$ cat src/rtl/pwr_mode_pkg.sv
package pwr_mode_pkg;

  typedef enum logic [2:0] {
    ST_ACTIVE   = 3'd0,
    ST_ENT_IDLE = 3'd1,
    ST_IDLE     = 3'd2,
    ST_ENT_PD   = 3'd3,
    ST_PD       = 3'd4,
    ST_SETTLE   = 3'd5
  } pwr_state_e;

  localparam logic [1:0] MODE_ACTIVE = 2'd0;
  localparam logic [1:0] MODE_IDLE   = 2'd1;
  localparam logic [1:0] MODE_PD     = 2'd2;

  localparam logic [1:0] ADDR_CTRL   = 2'd0;
  localparam logic [1:0] ADDR_SETTLE = 2'd1;
  localparam logic [1:0] ADDR_STATUS = 2'd2;
  localparam logic [1:0] ADDR_MASK   = 2'd3;

  localparam int GO_BIT = 2;

  typedef struct packed {
    logic cpu;
    logic per;
    logic osc;
  } clk_en_t;

  // Which domains run in a given state
  function automatic clk_en_t enables_for(pwr_state_e s);
    clk_en_t e;
    unique case (s)
      ST_ACTIVE, ST_ENT_IDLE: e = '{cpu: 1'b1, per: 1'b1, osc: 1'b1};
      ST_IDLE, ST_ENT_PD:     e = '{cpu: 1'b0, per: 1'b1, osc: 1'b1};
      ST_PD:                  e = '{cpu: 1'b0, per: 1'b0, osc: 1'b0};
      ST_SETTLE:              e = '{cpu: 1'b0, per: 1'b0, osc: 1'b1};
      default:                e = '{cpu: 1'b1, per: 1'b1, osc: 1'b1};
    endcase
    return e;
  endfunction

  // Mode code reported in status
  function automatic logic [1:0] mode_code(pwr_state_e s);
    unique case (s)
      ST_IDLE:          return MODE_IDLE;
      ST_PD, ST_SETTLE: return MODE_PD;
      default:          return MODE_ACTIVE;
    endcase
  endfunction

  function automatic logic is_busy(pwr_state_e s);
    return (s == ST_ENT_IDLE) || (s == ST_ENT_PD) || (s == ST_SETTLE);
  endfunction

  // Edges from a sampled wake until the clocks run again
  function automatic int settle_edges(int count);
    return count + 1;
  endfunction

endpackage

$ cat src/rtl/pwr_mode_regs.sv
module pwr_mode_regs
  import pwr_mode_pkg::*;
#(
  parameter int DATA_W     = 8,
  parameter int CNT_W      = 8,
  parameter int N_IRQ      = 4,
  parameter int RST_SETTLE = 16
) (
  input  logic              clk,
  input  logic              rst_n,
  input  logic              reg_wr,
  input  logic [1:0]        reg_addr,
  input  logic [DATA_W-1:0] reg_wdata,
  output logic [DATA_W-1:0] reg_rdata,
  input  logic              accept_ctrl,
  input  logic [1:0]        status_mode,
  input  logic              status_busy,
  output logic              go_pulse,
  output logic [1:0]        go_target,
  output logic [CNT_W-1:0]  settle_val,
  output logic [N_IRQ-1:0]  irq_mask
);

  logic [1:0]       ctrl_q;
  logic [CNT_W-1:0] settle_q;
  logic [N_IRQ-1:0] mask_q;
  logic             ctrl_wr;
  logic             ctrl_take;

  assign ctrl_wr   = reg_wr && (reg_addr == ADDR_CTRL);
  assign ctrl_take = ctrl_wr && accept_ctrl;
  assign go_pulse  = ctrl_take && reg_wdata[GO_BIT];
  assign go_target = reg_wdata[1:0];

  always_ff @(posedge clk or negedge rst_n) begin
    if (!rst_n) begin
      ctrl_q   <= MODE_ACTIVE;
      settle_q <= CNT_W'(RST_SETTLE);
      mask_q   <= '1;
    end else begin
      if (ctrl_take) ctrl_q <= reg_wdata[1:0];
      if (reg_wr && reg_addr == ADDR_SETTLE) settle_q <= reg_wdata[CNT_W-1:0];
      if (reg_wr && reg_addr == ADDR_MASK)   mask_q   <= reg_wdata[N_IRQ-1:0];
    end
  end

  always_comb begin
    unique case (reg_addr)
      ADDR_CTRL:   reg_rdata = DATA_W'(ctrl_q);
      ADDR_SETTLE: reg_rdata = DATA_W'(settle_q);
      ADDR_STATUS: reg_rdata = DATA_W'({status_busy, status_mode});
      default:     reg_rdata = DATA_W'(mask_q);
    endcase
  end

  assign settle_val = settle_q;
  assign irq_mask   = mask_q;

  AST_CTRL_HOLD: assert property (@(posedge clk) disable iff (!rst_n)
    ctrl_wr && !accept_ctrl |=> $stable(ctrl_q));

  AST_MODE_LEGAL: assert property (@(posedge clk) disable iff (!rst_n)
    status_mode != 2'd3);

endmodule

$ cat src/rtl/pwr_settle_cnt.sv
module pwr_settle_cnt #(
  parameter int CNT_W = 8
) (
  input  logic             clk,
  input  logic             rst_n,
  input  logic             load,
  input  logic [CNT_W-1:0] load_val,
  input  logic             run,
  output logic             done
);

  logic [CNT_W-1:0] cnt_q;

  always_ff @(posedge clk or negedge rst_n) begin
    if (!rst_n)                     cnt_q <= '0;
    else if (load)                  cnt_q <= load_val;
    else if (run && cnt_q != '0)    cnt_q <= cnt_q - CNT_W'(1);
  end

  assign done = (cnt_q == '0);

  AST_SETTLE_STEP: assert property (@(posedge clk) disable iff (!rst_n)
    run && !done && !load |=> cnt_q == $past(cnt_q) - CNT_W'(1));

  AST_SETTLE_LOAD: assert property (@(posedge clk) disable iff (!rst_n)
    load |=> cnt_q == $past(load_val));

endmodule

$ cat src/rtl/pwr_mode_fsm.sv
module pwr_mode_fsm
  import pwr_mode_pkg::*;
#(
  parameter int N_IRQ = 4
) (
  input  logic             clk,
  input  logic             rst_n,
  input  logic             go_pulse,
  input  logic [1:0]       go_target,
  input  logic [N_IRQ-1:0] irq_req,
  input  logic [N_IRQ-1:0] irq_mask,
  input  logic             ext_wake,
  input  logic             settle_done,
  output logic             load_settle,
  output logic             settle_run,
  output logic             accept_ctrl,
  output logic [1:0]       status_mode,
  output logic             status_busy,
  output clk_en_t          en
);

  pwr_state_e state_q, state_d;
  clk_en_t    en_q;
  logic       irq_hit;
  logic       pd_wake;

  assign irq_hit = |(irq_req & irq_mask);
  assign pd_wake = (state_q == ST_PD) && ext_wake;

  always_comb begin
    state_d = state_q;
    unique case (state_q)
      ST_ACTIVE: begin
        if (go_pulse && go_target == MODE_IDLE)    state_d = ST_ENT_IDLE;
        else if (go_pulse && go_target == MODE_PD) state_d = ST_ENT_PD;
      end
      ST_ENT_IDLE: state_d = ST_IDLE;
      ST_IDLE:     if (irq_hit) state_d = ST_ACTIVE;
      ST_ENT_PD:   state_d = ST_PD;
      ST_PD:       if (ext_wake) state_d = ST_SETTLE;
      ST_SETTLE:   if (settle_done) state_d = ST_ACTIVE;
      default:     state_d = ST_ACTIVE;
    endcase
  end

  always_ff @(posedge clk or negedge rst_n) begin
    if (!rst_n) begin
      state_q <= ST_ACTIVE;
      en_q    <= '{cpu: 1'b1, per: 1'b1, osc: 1'b1};
    end else begin
      state_q <= state_d;
      en_q    <= enables_for(state_d);
    end
  end

  assign load_settle = pd_wake;
  assign settle_run  = (state_q == ST_SETTLE);
  assign accept_ctrl = (state_q == ST_ACTIVE);
  assign status_mode = mode_code(state_q);
  assign status_busy = is_busy(state_q);
  assign en          = en_q;

  AST_IDLE_WAKE: assert property (@(posedge clk) disable iff (!rst_n)
    state_q == ST_IDLE && irq_hit |=> en_q.cpu && en_q.per);

  AST_IDLE_HOLD: assert property (@(posedge clk) disable iff (!rst_n)
    state_q == ST_IDLE && !irq_hit |=> !en_q.cpu && en_q.per && en_q.osc);

  AST_IDLE_ENTRY: assert property (@(posedge clk) disable iff (!rst_n)
    go_pulse && state_q == ST_ACTIVE && go_target == MODE_IDLE
      |=> ##1 (!en_q.cpu && en_q.per && en_q.osc));

  AST_PD_DARK: assert property (@(posedge clk) disable iff (!rst_n)
    go_pulse && state_q == ST_ACTIVE && go_target == MODE_PD
      |=> ##1 (!en_q.cpu && !en_q.per && !en_q.osc));

  AST_OSC_FIRST: assert property (@(posedge clk) disable iff (!rst_n)
    pd_wake |=> en_q.osc && !en_q.cpu && !en_q.per);

  AST_OSC_BEFORE_CPU: assert property (@(posedge clk) disable iff (!rst_n)
    $rose(en_q.cpu) |-> $past(en_q.osc));

  AST_NO_BAD_GO: assert property (@(posedge clk) disable iff (!rst_n)
    go_pulse && (go_target == MODE_ACTIVE || go_target == 2'd3) && state_q == ST_ACTIVE
      |=> state_q == ST_ACTIVE);

endmodule

$ cat src/rtl/pwr_mode_ctl.sv
module pwr_mode_ctl
  import pwr_mode_pkg::*;
#(
  parameter int DATA_W     = 8,
  parameter int CNT_W      = 8,
  parameter int N_IRQ      = 4,
  parameter int RST_SETTLE = 16
) (
  input  logic              clk,
  input  logic              rst_n,
  input  logic              reg_wr,
  input  logic [1:0]        reg_addr,
  input  logic [DATA_W-1:0] reg_wdata,
  output logic [DATA_W-1:0] reg_rdata,
  input  logic [N_IRQ-1:0]  irq_req,
  input  logic              ext_wake,
  output logic              cpu_clk_en,
  output logic              per_clk_en,
  output logic              osc_en
);

  logic             go_pulse;
  logic [1:0]       go_target;
  logic [CNT_W-1:0] settle_val;
  logic [N_IRQ-1:0] irq_mask;
  logic             accept_ctrl;
  logic [1:0]       status_mode;
  logic             status_busy;
  logic             load_settle;
  logic             settle_run;
  logic             settle_done;
  clk_en_t          en;

  pwr_mode_regs #(
    .DATA_W(DATA_W), .CNT_W(CNT_W), .N_IRQ(N_IRQ), .RST_SETTLE(RST_SETTLE)
  ) u_regs (
    .clk(clk), .rst_n(rst_n), .reg_wr(reg_wr), .reg_addr(reg_addr),
    .reg_wdata(reg_wdata), .reg_rdata(reg_rdata), .accept_ctrl(accept_ctrl),
    .status_mode(status_mode), .status_busy(status_busy), .go_pulse(go_pulse),
    .go_target(go_target), .settle_val(settle_val), .irq_mask(irq_mask)
  );

  pwr_settle_cnt #(.CNT_W(CNT_W)) u_settle (
    .clk(clk), .rst_n(rst_n), .load(load_settle), .load_val(settle_val),
    .run(settle_run), .done(settle_done)
  );

  pwr_mode_fsm #(.N_IRQ(N_IRQ)) u_fsm (
    .clk(clk), .rst_n(rst_n), .go_pulse(go_pulse), .go_target(go_target),
    .irq_req(irq_req), .irq_mask(irq_mask), .ext_wake(ext_wake),
    .settle_done(settle_done), .load_settle(load_settle), .settle_run(settle_run),
    .accept_ctrl(accept_ctrl), .status_mode(status_mode),
    .status_busy(status_busy), .en(en)
  );

  assign cpu_clk_en = en.cpu;
  assign per_clk_en = en.per;
  assign osc_en     = en.osc;

endmodule

$ cat config.mk
export PLATFORM = sky130hd
export DESIGN_NAME = pwr_mode_ctl
export DESIGN_NICKNAME = d
export VERILOG_FILES = /design/src/rtl/pwr_mode_pkg.sv /design/src/rtl/pwr_mode_regs.sv /design/src/rtl/pwr_settle_cnt.sv /design/src/rtl/pwr_mode_fsm.sv /design/src/rtl/pwr_mode_ctl.sv
export SDC_FILE = /design/constraint.sdc
export NUM_CORES = 1
export LEC_CHECK = 0
export ABC_AREA = 1
export BUFFER_PORTS_ARGS = -buffer_cell sky130_fd_sc_hd__clkbuf_2
export CORE_MARGIN = 2
export CORE_UTILIZATION = 50
export DETAILED_ROUTE_END_ITERATION = 7
export HOLD_SLACK_MARGIN = 0.12
export PLACE_DENSITY = 0.75
export REMOVE_ABC_BUFFERS = 1
export SLEW_MARGIN = 20
export SYNTH_ARGS = -nofsm -noshare
export SYNTH_HDL_FRONTEND = slang
export SYNTH_HIERARCHICAL = 1
export SYNTH_SLANG_ARGS = --single-unit
export TNS_END_PERCENT = 30
$ cat constraint.sdc
create_clock -name clk -period 2 [get_ports clk]
set_clock_uncertainty 0.2 [all_clocks]
set_input_delay 0.1 -clock clk [delete_from_list [all_inputs] [get_ports clk]]
set_output_delay 0.1 -clock clk [all_outputs]
set_load 0.1 [all_outputs]
==> out/qor.txt, run 1 <==
Gpl congestion -> 0.9023
Yosys reg bits -> 28
Maximum vdd drop -> 0.8589 mV
Mapped cell area -> 1790 µm²
Max Buffers Root-to-Sink -> 2
Max FO, Critical Path -> 8
Root buffer cell -> clkbuf_4
Hold slack -> 0.1345 ns
Pre-Repair DR Iteration Count -> 6
TritonCTS clock tree -> done
Netlist cell types -> 28
Worst path required time -> 2.03 ns
Initial core utilization -> 0.5282
All-Layer GR Usage -> 0.2429
Met1 GRT Util -> 0.2854
CTS Sinks -> 28
Syn Area/Cell -> 7.338 µm²
MaxCap Viol Count -> 0
DRT Wirelength -> 4592 µm
# setup viols final -> 0
PwrDens -> 1159 nW/µm²
Hold Path Class -> in -> async
Vias in the first global route -> 1862
Pin count of the biggest net entering global routing -> 29
Fillers -> 247
Achievable Freq -> 0.5094 GHz
Die area -> 4076 µm²
Clk Latency, worst-skew pair -> 0.33 ns
Syn. warnings -> 6
Std-Cell Rows -> 21
Via density -> 5.047
Max-slew headroom -> 0.5188
Initial DRC count -> 131
ANT nets after route -> 0
Leak Pwr -> 1.269 nW
CP top delay family -> buffers and inverters
DR vias -> 1817
Clock slew seen by the registers of the worst setup and hold paths -> 0.16 ns
Clock buffer count from CTS -> 3
Post-Syn Instances -> 244
M3 GR Usage -> 0.01937
CTS H-tree depth -> 1
Sequential fraction of the synthesis area -> 0.3969
Crit share post-route -> 0.9815
Global-route wire length before repair -> 7935 µm
Setup tns final -> 0 ns
Min Tclk post-route -> 1.963 ns
Outcome -> finished, final reports clean
WP data arrival -> 1.99 ns
Final Hold Fails -> 0
Startpoint Class -> primary input
CP Capture Type -> flop
Max stage delay cell, worst path -> dlygate4sd3_1
Gr ovfl total -> 0
Unrepaired setup endpoints after global routing -> yes
Gr busiest metal -> met2
Worst path cell trace -> clkbuf_2 -> buf_4 -> dlygate4sd3_1 -> nand2_8 -> nand2_1 -> nand2_1 -> dlygate4sd3_1
Share of layout cells above drive strength 1 -> 0.2803
I/O pins -> 29
Diode count -> 0
Worst-Margin Slew -> 0.7218 ns
Die width -> 63.84 µm
Post-CTS Setup Inserts -> 0
Met2 Resource Use GR -> 0.4648
Most common cell after layout, fill and taps aside -> nand2_1
Delay of the slowest critical-path stage -> 0.85 ns
Initial antenna violation count -> 0
Final nets -> 337
Drt wl/cell -> 12.76 µm
Buf/Inv on CP -> 4
Commonest cells after routing, fill and taps aside -> 91 x nand2_1, 31 x dlygate4sd3_1, 27 x nand3_1
Residual DRC -> 0
Slew Limit Fails -> 0
Core area -> 3390 µm²
Chip height -> 63.84 µm
# port buffers -> 28
Critical path class -> in -> reg
DPL Wire Length -> 3035 µm
Area Growth Syn to Fin -> 37.04%
-- metrics by stage --
step / utilization / total power, mW / worst slack [ns] / instances / area [µm²]
5_1_grt: 0.7239 / 3.076 / -0.05107 / 360 / 2454
6_report: 0.7239 / 2.844 / 0.03693 / 360 / 2454
3_5_place_dp: 0.6058 / 2.396 / 0.03349 / 325 / 2053
3_3_place_gp: 0.6058 / 2.347 / 0.06331 / 325 / 2053
2_1_floorplan: - / 1.956 / -0.1084 / 238 / 1738
4_1_cts: 0.7051 / 2.721 / 0.0006015 / 360 / 2390
-- flip-flops by register name, indices dropped and copies added (netlist names) --
register           flops
u_regs/settle_val      8
u_regs/irq_mask        4
u_fsm/en               3
u_regs/ctrl_q          2
u_settle/cnt_q         8
u_fsm/state_q          3
-- kinds of logic (layout without fill, tap and decap cells) --
family,Yosys count,count (layout),synth area share
AND/OR/NAND/NOR,164,164,0.4347
AO/OA/AOI/OAI,10,10,0.03424
buffers and inverters,37,107,0.1013
XOR/XNOR,1,1,0.004893
flip-flops,28,28,0.3969
adder cells (fa/ha/maj),4,4,0.02795
-- metal layers --
layer	part of all wire	wire length, µm
met1	0.43	1965
met2	0.53	2413
met3	0.035	162
met4	0.011	51
met5	0	0
-- worst paths after layout --
check	start	to	slack (ns)	cells after the start
max	reg_wr	u_regs/settle_val[7]	0.04	7
min	rst_n	u_settle/cnt_q[0]	0.13	2
min reg2reg	u_regs/irq_mask[0]	u_regs/irq_mask[0]	0.30	2
max reg2reg	u_settle/cnt_q[4]	u_fsm/en[0]	0.14	9
max in group asynchronous	rst_n	u_regs/ctrl_q[0]	0.99	2
min in group clk	reg_addr[1]	u_regs/irq_mask[0]	0.18	6
-- timing repair --
action,4_1_cts,5_1_grt
hold buffers,31,0
setup endpoints to repair,0,6
endpoints found under the hold margin,45,0
gates resized for setup,0,16
-- Yosys cell counts --
library cell	count	share of area
nand2_1	95	0.20
nand3_1	28	0.078
inv_1	23	0.048
dfrtp_1	20	0.28
nor2_1	19	0.040
dfstp_2	8	0.12
nand4_1	6	0.021
ha_1	4	0.028
inv_2	4	0.0084
o21ai_0	4	0.011
buf_6	3	0.019
nor2_2	3	0.010
nor2_4	3	0.019
o21ai_1	3	0.0084
a21oi_1	2	0.0056
buf_4	2	0.0084
clkinv_2	2	0.0056
nand2_2	2	0.0070
nand2_4	2	0.013
nand2_8	2	0.022
nand3_2	2	0.011
clkbuf_1	1	0.0021
inv_4	1	0.0035
inv_8	1	0.0063
nor2_8	1	0.011
nor3_1	1	0.0028
o21ai_4	1	0.0091
xnor2_1	1	0.0049
-- layout make-up --
| cell class | count | area, µm² | area share |
|---|---|---|---|
| Multi-Input combinational cell | 179 | 949.7 | 0.3870 |
| Sequential cell | 28 | 710.7 | 0.2896 |
| Timing Repair Buffer | 72 | 580.6 | 0.2366 |
| Inverter | 31 | 128.9 | 0.05252 |
| Tap cell | 46 | 57.56 | 0.02346 |
| Clock buffer | 4 | 26.28 | 0.01071 |
-- worst register-to-register path, stage by stage (launching register included) --
cell and delay [ns]:
dfrtp_1 0.46, nor2_1 0.21, nand2_2 0.13, nor2_2 0.17
nor2_4 0.07, nor2_2 0.12, inv_2 0.07, ha_4 0.24
nor2_2 0.07, nand2_1 0.05
-- report_power, final --
group          switching, mW  internal (mW)  total, mW
Clock                  0.168         0.0780      0.246
Combinational           1.09          0.605       1.69
Sequential             0.135          0.771      0.906
Note: power is estimated with default switching activity, not from simulation.
==> run 2: changes to the inputs <==
--- a/config.mk
+++ b/config.mk
@@ -8,10 +8,10 @@
 export ABC_AREA = 1
 export BUFFER_PORTS_ARGS = -buffer_cell sky130_fd_sc_hd__clkbuf_2
 export CORE_MARGIN = 2
-export CORE_UTILIZATION = 50
+export CORE_UTILIZATION = 45
 export DETAILED_ROUTE_END_ITERATION = 7
 export HOLD_SLACK_MARGIN = 0.12
-export PLACE_DENSITY = 0.75
+export PLACE_DENSITY = 0.68
 export REMOVE_ABC_BUFFERS = 1
 export SLEW_MARGIN = 20
 export SYNTH_ARGS = -nofsm -noshare
==> run 2 against run 1 <==
Effect of this change:
- combinational power shrank 9%
- die area grew 10%
- count of clock-buffer cells in the layout is the same
- wire length shrank 12%
- clock power grew 43%
- non-clock buffer count shrank 14
- critical path type is now in -> out
- critical path depth shrank 1
- hold slack gained 0.055 ns
- global-route usage shrank 3.2 points
- largest cell class unchanged
- sequential share of layout area grew 1.7 points
==> out/qor.txt, run 2 (same netlist as run 1, synthesis figures left out) <==
Outcome -> finished, final reports clean
CTS H-tree depth -> 1 (unchanged)
Final std cells w/o fill -> 348 (-3.3%)
Max FO, Critical Path -> 7 (-1)
Delay of the slowest critical-path stage -> 0.52 ns (-0.33 ns)
Chip height -> 67.08 µm (+5.1%)
Initial DRC count -> 79 (-40%)
Hold Path Class -> in -> reg
# setup viols final -> 0 (unchanged)
Die area -> 4499 µm² (+10%)
Via density -> 4.848 (-4.0%)
Unrepaired setup endpoints after global routing -> yes
Logic pwr share -> 0.548 (-0.047)
Maximum vdd drop -> 0.6254 mV (-27%)
TritonCTS clock tree -> done
Achievable Freq -> 0.5170 GHz (+1.5%)
Worst-Margin Slew -> 0.7119 ns (-0.009918 ns)
Worst path required time -> 1.70 ns (-0.33 ns)
Leak Pwr -> 1.209 nW (-4.7%)
Pin count of the biggest net entering global routing -> 29 (unchanged)
Critical path class -> in -> out
Final nets -> 323 (-4.2%)
CP Capture Type -> primary output
Hold slack -> 0.1891 ns (+0.05469 ns)
Slew Limit Fails -> 0 (unchanged)
Die width -> 67.08 µm (+5.1%)
Dpl ws -> 0.01567 ns (-0.01782 ns)
Max stage delay cell, worst path -> dlygate4sd3_1
Util after Layout -> 0.6200 (-0.1039)
Net Sw Frac -> 0.4759 (-0.01289)
Max Buffers Root-to-Sink -> 2 (unchanged)
WP data arrival -> 1.63 ns (-0.36 ns)
All-Layer GR Usage -> 0.2107 (-0.03225)
Residual DRC -> 0 (unchanged)
Pint -> 1.469 mW (+1.1%)
MaxCap Viol Count -> 0 (unchanged)
Most used cell, CP -> clkbuf_2
# port buffers -> 28 (unchanged)
Gpl congestion -> 0.8321 (-7.8%)
Std-Cell Rows -> 22 (+4.8%)
Crit share post-route -> 0.9672 (-0.01434)
Commonest cells after routing, fill and taps aside -> 91 x nand2_1, 27 x nand3_1, 24 x clkbuf_2
PwrDens -> 1208 nW/µm² (+4.2%)
Max-slew headroom -> 0.5254 (+0.006612)
Clock power share -> 0.126 (+0.039)
Clock buffer count from CTS -> 3 (unchanged)
Min Tclk post-route -> 1.934 ns (-0.02867 ns)
I/O pins -> 29 (unchanged)
CTS Sinks -> 28 (unchanged)
Clock slew seen by the registers of the worst setup and hold paths -> 0.10 ns (-0.06 ns)
Diode count -> 0 (unchanged)
Global-route wire length before repair -> 7176 µm (-9.6%)
Psw -> 1.334 mW (-4.0%)
Core area -> 3744 µm² (+10%)
Clk Latency, worst-skew pair -> 0.27 ns (-0.06 ns)
Startpoint Class -> primary input
Initial core utilization -> 0.4783 (-0.04996)
Initial antenna violation count -> 0 (unchanged)
DPL Wire Length -> 2908 µm (-4.2%)
Vias in the first global route -> 1684 (-9.6%)
Drt wl/cell -> 11.64 µm (-8.8%)
Share of layout cells above drive strength 1 -> 0.2900 (+0.009745)
Worst path cell trace -> dlygate4sd3_1 -> clkbuf_2 -> buf_4 -> nand2_8 -> nor2_1 -> clkbuf_2
Sequential power share -> 0.326 (+0.008)
Final Hold Fails -> 0 (unchanged)
Gr ovfl total -> 0 (unchanged)
Most common cell after layout, fill and taps aside -> nand2_1
Setup ws final -> 0.06561 ns (+0.02867 ns)
Cell count after placement -> 325 (unchanged)
Area Growth Syn to Fin -> 29.63%
Pre-Repair DR Iteration Count -> 4 (-2)
DR vias -> 1687 (-7.2%)
Root buffer cell -> clkbuf_8
DRT Wirelength -> 4050 µm (-12%)
ANT nets after route -> 0 (unchanged)
[run 2: cell types whose count changed in the layout (fill, tap and decap cells not counted), sizes merged]
cell	previous run	this run
dlygate4sd3	31	18
buf	16	15
[run 2: worst max-delay path: cells and delay by family]
family	cells	cell delay, ns
buffers and inverters	4	1.32
AND/OR/NAND/NOR	2	0.20
[run 2: cell type report]
type | instances | area (µm²)
Clock buffer | 4 | 55.05
Fill cell | 356 | 1423
Inverter | 31 | 128.9
Multi-Input combinational cell | 179 | 942.2
Sequential cell | 28 | 710.7
Tap cell | 48 | 60.06
Timing Repair Buffer | 58 | 424.2
[run 2: stage by stage]
step / setup TNS, ns / area, µm² / power [mW]
floorplan: -0.1284 / 1738 / 1.956
global placement: 0 / 2028 / 2.311
detailed placement: 0 / 2028 / 2.335
CTS: 0 / 2268 / 2.729
global route: -0.04507 / 2321 / 3.045
finish: 0 / 2321 / 2.804
[run 2: power by group through the flow]
stage | logic [mW] | clock network, mW | registers (mW)
2_1_floorplan | 0.891 | 0 | 1.06
3_3_place_gp | 1.40 | 0 | 0.912
3_5_place_dp | 1.42 | 0 | 0.918
4_1_cts | 1.46 | 0.363 | 0.910
5_1_grt | 1.72 | 0.387 | 0.939
6_report | 1.54 | 0.353 | 0.914
[run 2: final timing paths]
| check | startpoint | endpoint | slack (ns) | depth (start not counted) |
|---|---|---|---|---|
| max in group asynchronous | rst_n | u_regs/settle_val[6] | 0.95 | 2 |
| worst min register to register | u_regs/settle_val[4] | u_regs/settle_val[4] | 0.28 | 2 |
| worst min-delay path | ext_wake | u_fsm/en[0] | 0.19 | 6 |
| min in group asynchronous | rst_n | u_fsm/state_q[2] | 0.20 | 2 |
| worst max-delay path | reg_addr[0] | reg_rdata[7] | 0.07 | 6 |
| worst max register to register | u_fsm/state_q[0] | u_regs/ctrl_q[0] | 0.13 | 6 |
[run 2: per-layer routing]
layer,GRT usage,part of all wire
met4,0.09439,0.022
met1,0.2731,0.45
met5,0,0
met3,0.01689,0.042
met2,0.3552,0.49
[run 2: what timing repair did]
action                                  CTS  global route
buffers inserted                          0             1
hold endpoints to repair                 44             0
endpoints found under the setup margin    1             4
cloned                                    0             0
gates resized for setup                   1            13
hold buffers                             18             0
pin swaps                                 0             7
==> run 3: changes to the inputs <==
--- a/config.mk
+++ b/config.mk
@@ -10,12 +10,12 @@
 export CORE_MARGIN = 2
 export CORE_UTILIZATION = 45
 export DETAILED_ROUTE_END_ITERATION = 7
+export GPL_ROUTABILITY_DRIVEN = 0
 export HOLD_SLACK_MARGIN = 0.12
-export PLACE_DENSITY = 0.68
+export PLACE_DENSITY = 0.69
 export REMOVE_ABC_BUFFERS = 1
 export SLEW_MARGIN = 20
 export SYNTH_ARGS = -nofsm -noshare
 export SYNTH_HDL_FRONTEND = slang
-export SYNTH_HIERARCHICAL = 1
 export SYNTH_SLANG_ARGS = --single-unit
 export TNS_END_PERCENT = 30
==> run 3 against run 2 <==
Effect of this change:
- via count shrank 9.2%
- final cell count is 10% lower
- total power fell by 18%
- sequential power hardly changed
- sequential share of layout area grew 3.7 points
- synthesized cell count is 15% lower
- largest power group unchanged
- fmax is 0.97% lower
- first-iteration DRC count down 20%
- critical path type unchanged
- critical path depth is the same
- register-to-register slack gained 0.02 ns
==> out/qor.txt, run 3 <==
WP data arrival -> 1.65 ns (+0.02 ns)
Syn Area/Cell -> 7.423 µm² (+1.2%)
Yosys reg bits -> 28 (unchanged)
ANT nets after route -> 0 (unchanged)
Largest area contributor in the netlist -> dfrtp_1
Global-route wire length before repair -> 6858 µm (-4.4%)
Clock slew seen by the registers of the worst setup and hold paths -> 0.15 ns (+0.05 ns)
Vias in the first global route -> 1549 (-8.0%)
Commonest cells after routing, fill and taps aside -> 67 x nand2_1, 26 x inv_1, 26 x dlygate4sd3_1, 26 x clkbuf_2
Max stage delay cell, worst path -> dlygate4sd3_1
Critical path class -> in -> out
Synthesized-area fraction occupied by and/or/nand/nor cells -> 0.3566 (-0.07810)
Max FO, Critical Path -> 5 (-2)
Mux contribution to synthesized area -> 0 (unchanged)
Most common cell in the netlist -> nand2_1
Unrepaired setup endpoints after global routing -> no
Leak Pwr -> 1.093 nW (-9.6%)
Most used cell, CP -> clkbuf_2
Setup tns final -> 0 ns (unchanged)
Delay of the slowest critical-path stage -> 0.62 ns (+0.10 ns)
Setup ws final -> 0.04676 ns (-0.01885 ns)
Worst path required time -> 1.70 ns (about the same)
Final nets -> 287 (-11%)
I/O pins -> 29 (unchanged)
PwrDens -> 1117 nW/µm² (-7.5%)
Via density -> 4.891 (+0.90%)
Share of layout cells above drive strength 1 -> 0.2097 (-0.08026)
RR Startpoint -> u_fsm.state_q[1]
Post-Syn Instances -> 208 (-15%)
Netlist cell types -> 27 (-3.6%)
DRT Wirelength -> 3873 µm (-4.4%)
Sequential fraction of the synthesis area -> 0.4603 (+0.06337)
Post-synthesis compound-gate area fraction -> 0.08752 (+0.05328)
CP Capture Type -> primary output
Dpl ws -> 0.2761 ns (+0.2605 ns)
DR vias -> 1531 (-9.2%)
# setup viols final -> 0 (unchanged)
Most common cell after layout, fill and taps aside -> nand2_1
Clk Latency, worst-skew pair -> 0.32 ns (+0.05 ns)
Largest family of logic cells by synthesized area -> simple AND/OR/NAND/NOR gates
Maximum vdd drop -> 0.5662 mV (-9.5%)
Setup crit start -> reg_addr[1]
Ys flop type -> dfrtp_1
Core area -> 3311 µm² (-12%)
# port buffers -> 28 (unchanged)
Die area -> 3916 µm² (-13%)
EDFF count, synth -> 0 (unchanged)
Startpoint Class -> primary input
Final Hold Fails -> 0 (unchanged)
Root buffer cell -> clkbuf_4
Cell count after placement -> 281 (-14%)
MaxCap Viol Count -> 0 (unchanged)
Final std cells w/o fill -> 313 (-10%)
Syn. warnings -> 0 (-6)
CTS Sinks -> 28 (unchanged)
Mapped cell area -> 1544 µm² (-14%)
Worst-Margin Slew -> 0.6856 ns (-0.02622 ns)
Xor-xnor portion of the synthesized cell area -> 0.005673 (+0.0007809)
All-Layer GR Usage -> 0.2175 (+0.006797)
Min Tclk post-route -> 1.953 ns (+0.01885 ns)
TritonCTS clock tree -> done
Initial core utilization -> 0.4664 (-0.01191)
Hold Path Class -> in -> async
Die width -> 62.58 µm (-6.7%)
Clock buffer count from CTS -> 3 (unchanged)
Post-synth top cells -> 67 x nand2_1, 26 x inv_1, 22 x nor2_1
Adder-cell area share of the yosys netlist -> 0.008104 (-0.01985)
Worst path cell trace -> clkbuf_2 -> dlygate4sd3_1 -> nand2_1 -> inv_1 -> a22o_1 -> clkbuf_2
Drt wl/cell -> 12.37 µm (+6.3%)
Pin count of the biggest net entering global routing -> 29 (unchanged)
Max Buffers Root-to-Sink -> 2 (unchanged)
CTS H-tree depth -> 1 (unchanged)
Initial DRC count -> 63 (-20%)
Residual DRC -> 0 (unchanged)
Top post-synthesis cells by area -> dfrtp_1 32%, nand2_1 16%, dfstp_2 14%, nand3_1 6.8%, inv_1 6.3%
Area Growth Syn to Fin -> 33.95%
Crit share post-route -> 0.9766 (+0.009424)
Slew Limit Fails -> 0 (unchanged)
Gr ovfl total -> 0 (unchanged)
Std-Cell Rows -> 21 (-4.5%)
Initial antenna violation count -> 0 (unchanged)
Yosys top cell area share -> 0.3241 (+0.04462)
Chip height -> 62.58 µm (-6.7%)
Max-slew headroom -> 0.5429 (+0.01748)
Buf/Inv on CP -> 4 (unchanged)
Achievable Freq -> 0.5120 GHz (-0.97%)
Diode count -> 0 (unchanged)
DPL Wire Length -> 2463 µm (-15%)
Post-CTS Setup Inserts -> 0 (unchanged)
Pre-Repair DR Iteration Count -> 4 (unchanged)
CP top delay family -> buffers and inverters
Outcome -> finished, final reports clean
Fraction of registers with async set/reset -> 1.000 (unchanged)
run 3: area by class of cell:
class                   count  area (µm²)
inverters                  29       110.1
flip-flops and latches     28       710.7
fillers                   303        1242
multi-input cells         149       714.4
clock buffers               4       36.28
repair buffers             57       439.2
well taps                  46       57.56
run 3: routing by layer:
metal,up-vias,wire (µm),global-route usage
li1,774,-,-
met1,700,1583,0.2567
met2,41,2003,0.3804
met3,16,147,0.03063
met4,0,139,0.1194
met5,-,0,0
run 3: power breakdown:
part | total [mW] | switching (mW) | internal, mW | leakage (nW)
Clock | 0.271 | 0.160 | 0.111 | 0.0210
Sequential | 0.916 | 0.156 | 0.761 | 0.331
Combinational | 1.12 | 0.770 | 0.353 | 0.741
Total | 2.31 | 1.09 | 1.22 | 1.09
run 3: cells by family (layout without fill, tap and decap cells):
family / Yosys count / in the layout
compound gates: 23 / 23
xor+xnor: 1 / 1
fa+ha+maj: 1 / 1
buf+inv: 31 / 90
flops: 28 / 28
simple gates: 124 / 124
run 3: through the flow:
step | hold slack [ns] | utilization | instance area, µm² | power [mW]
after floorplan | -0.3956 | - | 1528 | 1.767
after global placement | -0.02342 | 0.5242 | 1735 | 1.968
after detailed placement | -0.02018 | 0.5242 | 1735 | 1.980
after CTS | 0.1495 | 0.6228 | 2062 | 2.314
after global routing | 0.1667 | 0.6247 | 2068 | 2.490
final | 0.1309 | 0.6247 | 2068 | 2.311
run 3: final timing paths:
kind	end	slack [ns]	cells past startpoint
setup / recovery	reg_rdata[3]	0.05	6
hold reg to reg	u_regs.irq_mask[0]	0.31	2
max in group asynchronous	u_regs.settle_val[3]	1.03	2
hold / removal	u_regs.ctrl_q[1]	0.13	2
min in group clk	u_regs.settle_val[7]	0.19	4
setup reg to reg	u_fsm.en[2]	0.15	6
run 3: repair_timing:
item / in CTS / in global routing
hold buffers: 29 / 0
resized for setup: 0 / 6
endpoints found under the setup margin: 0 / 6
endpoints found under the hold margin: 50 / 0
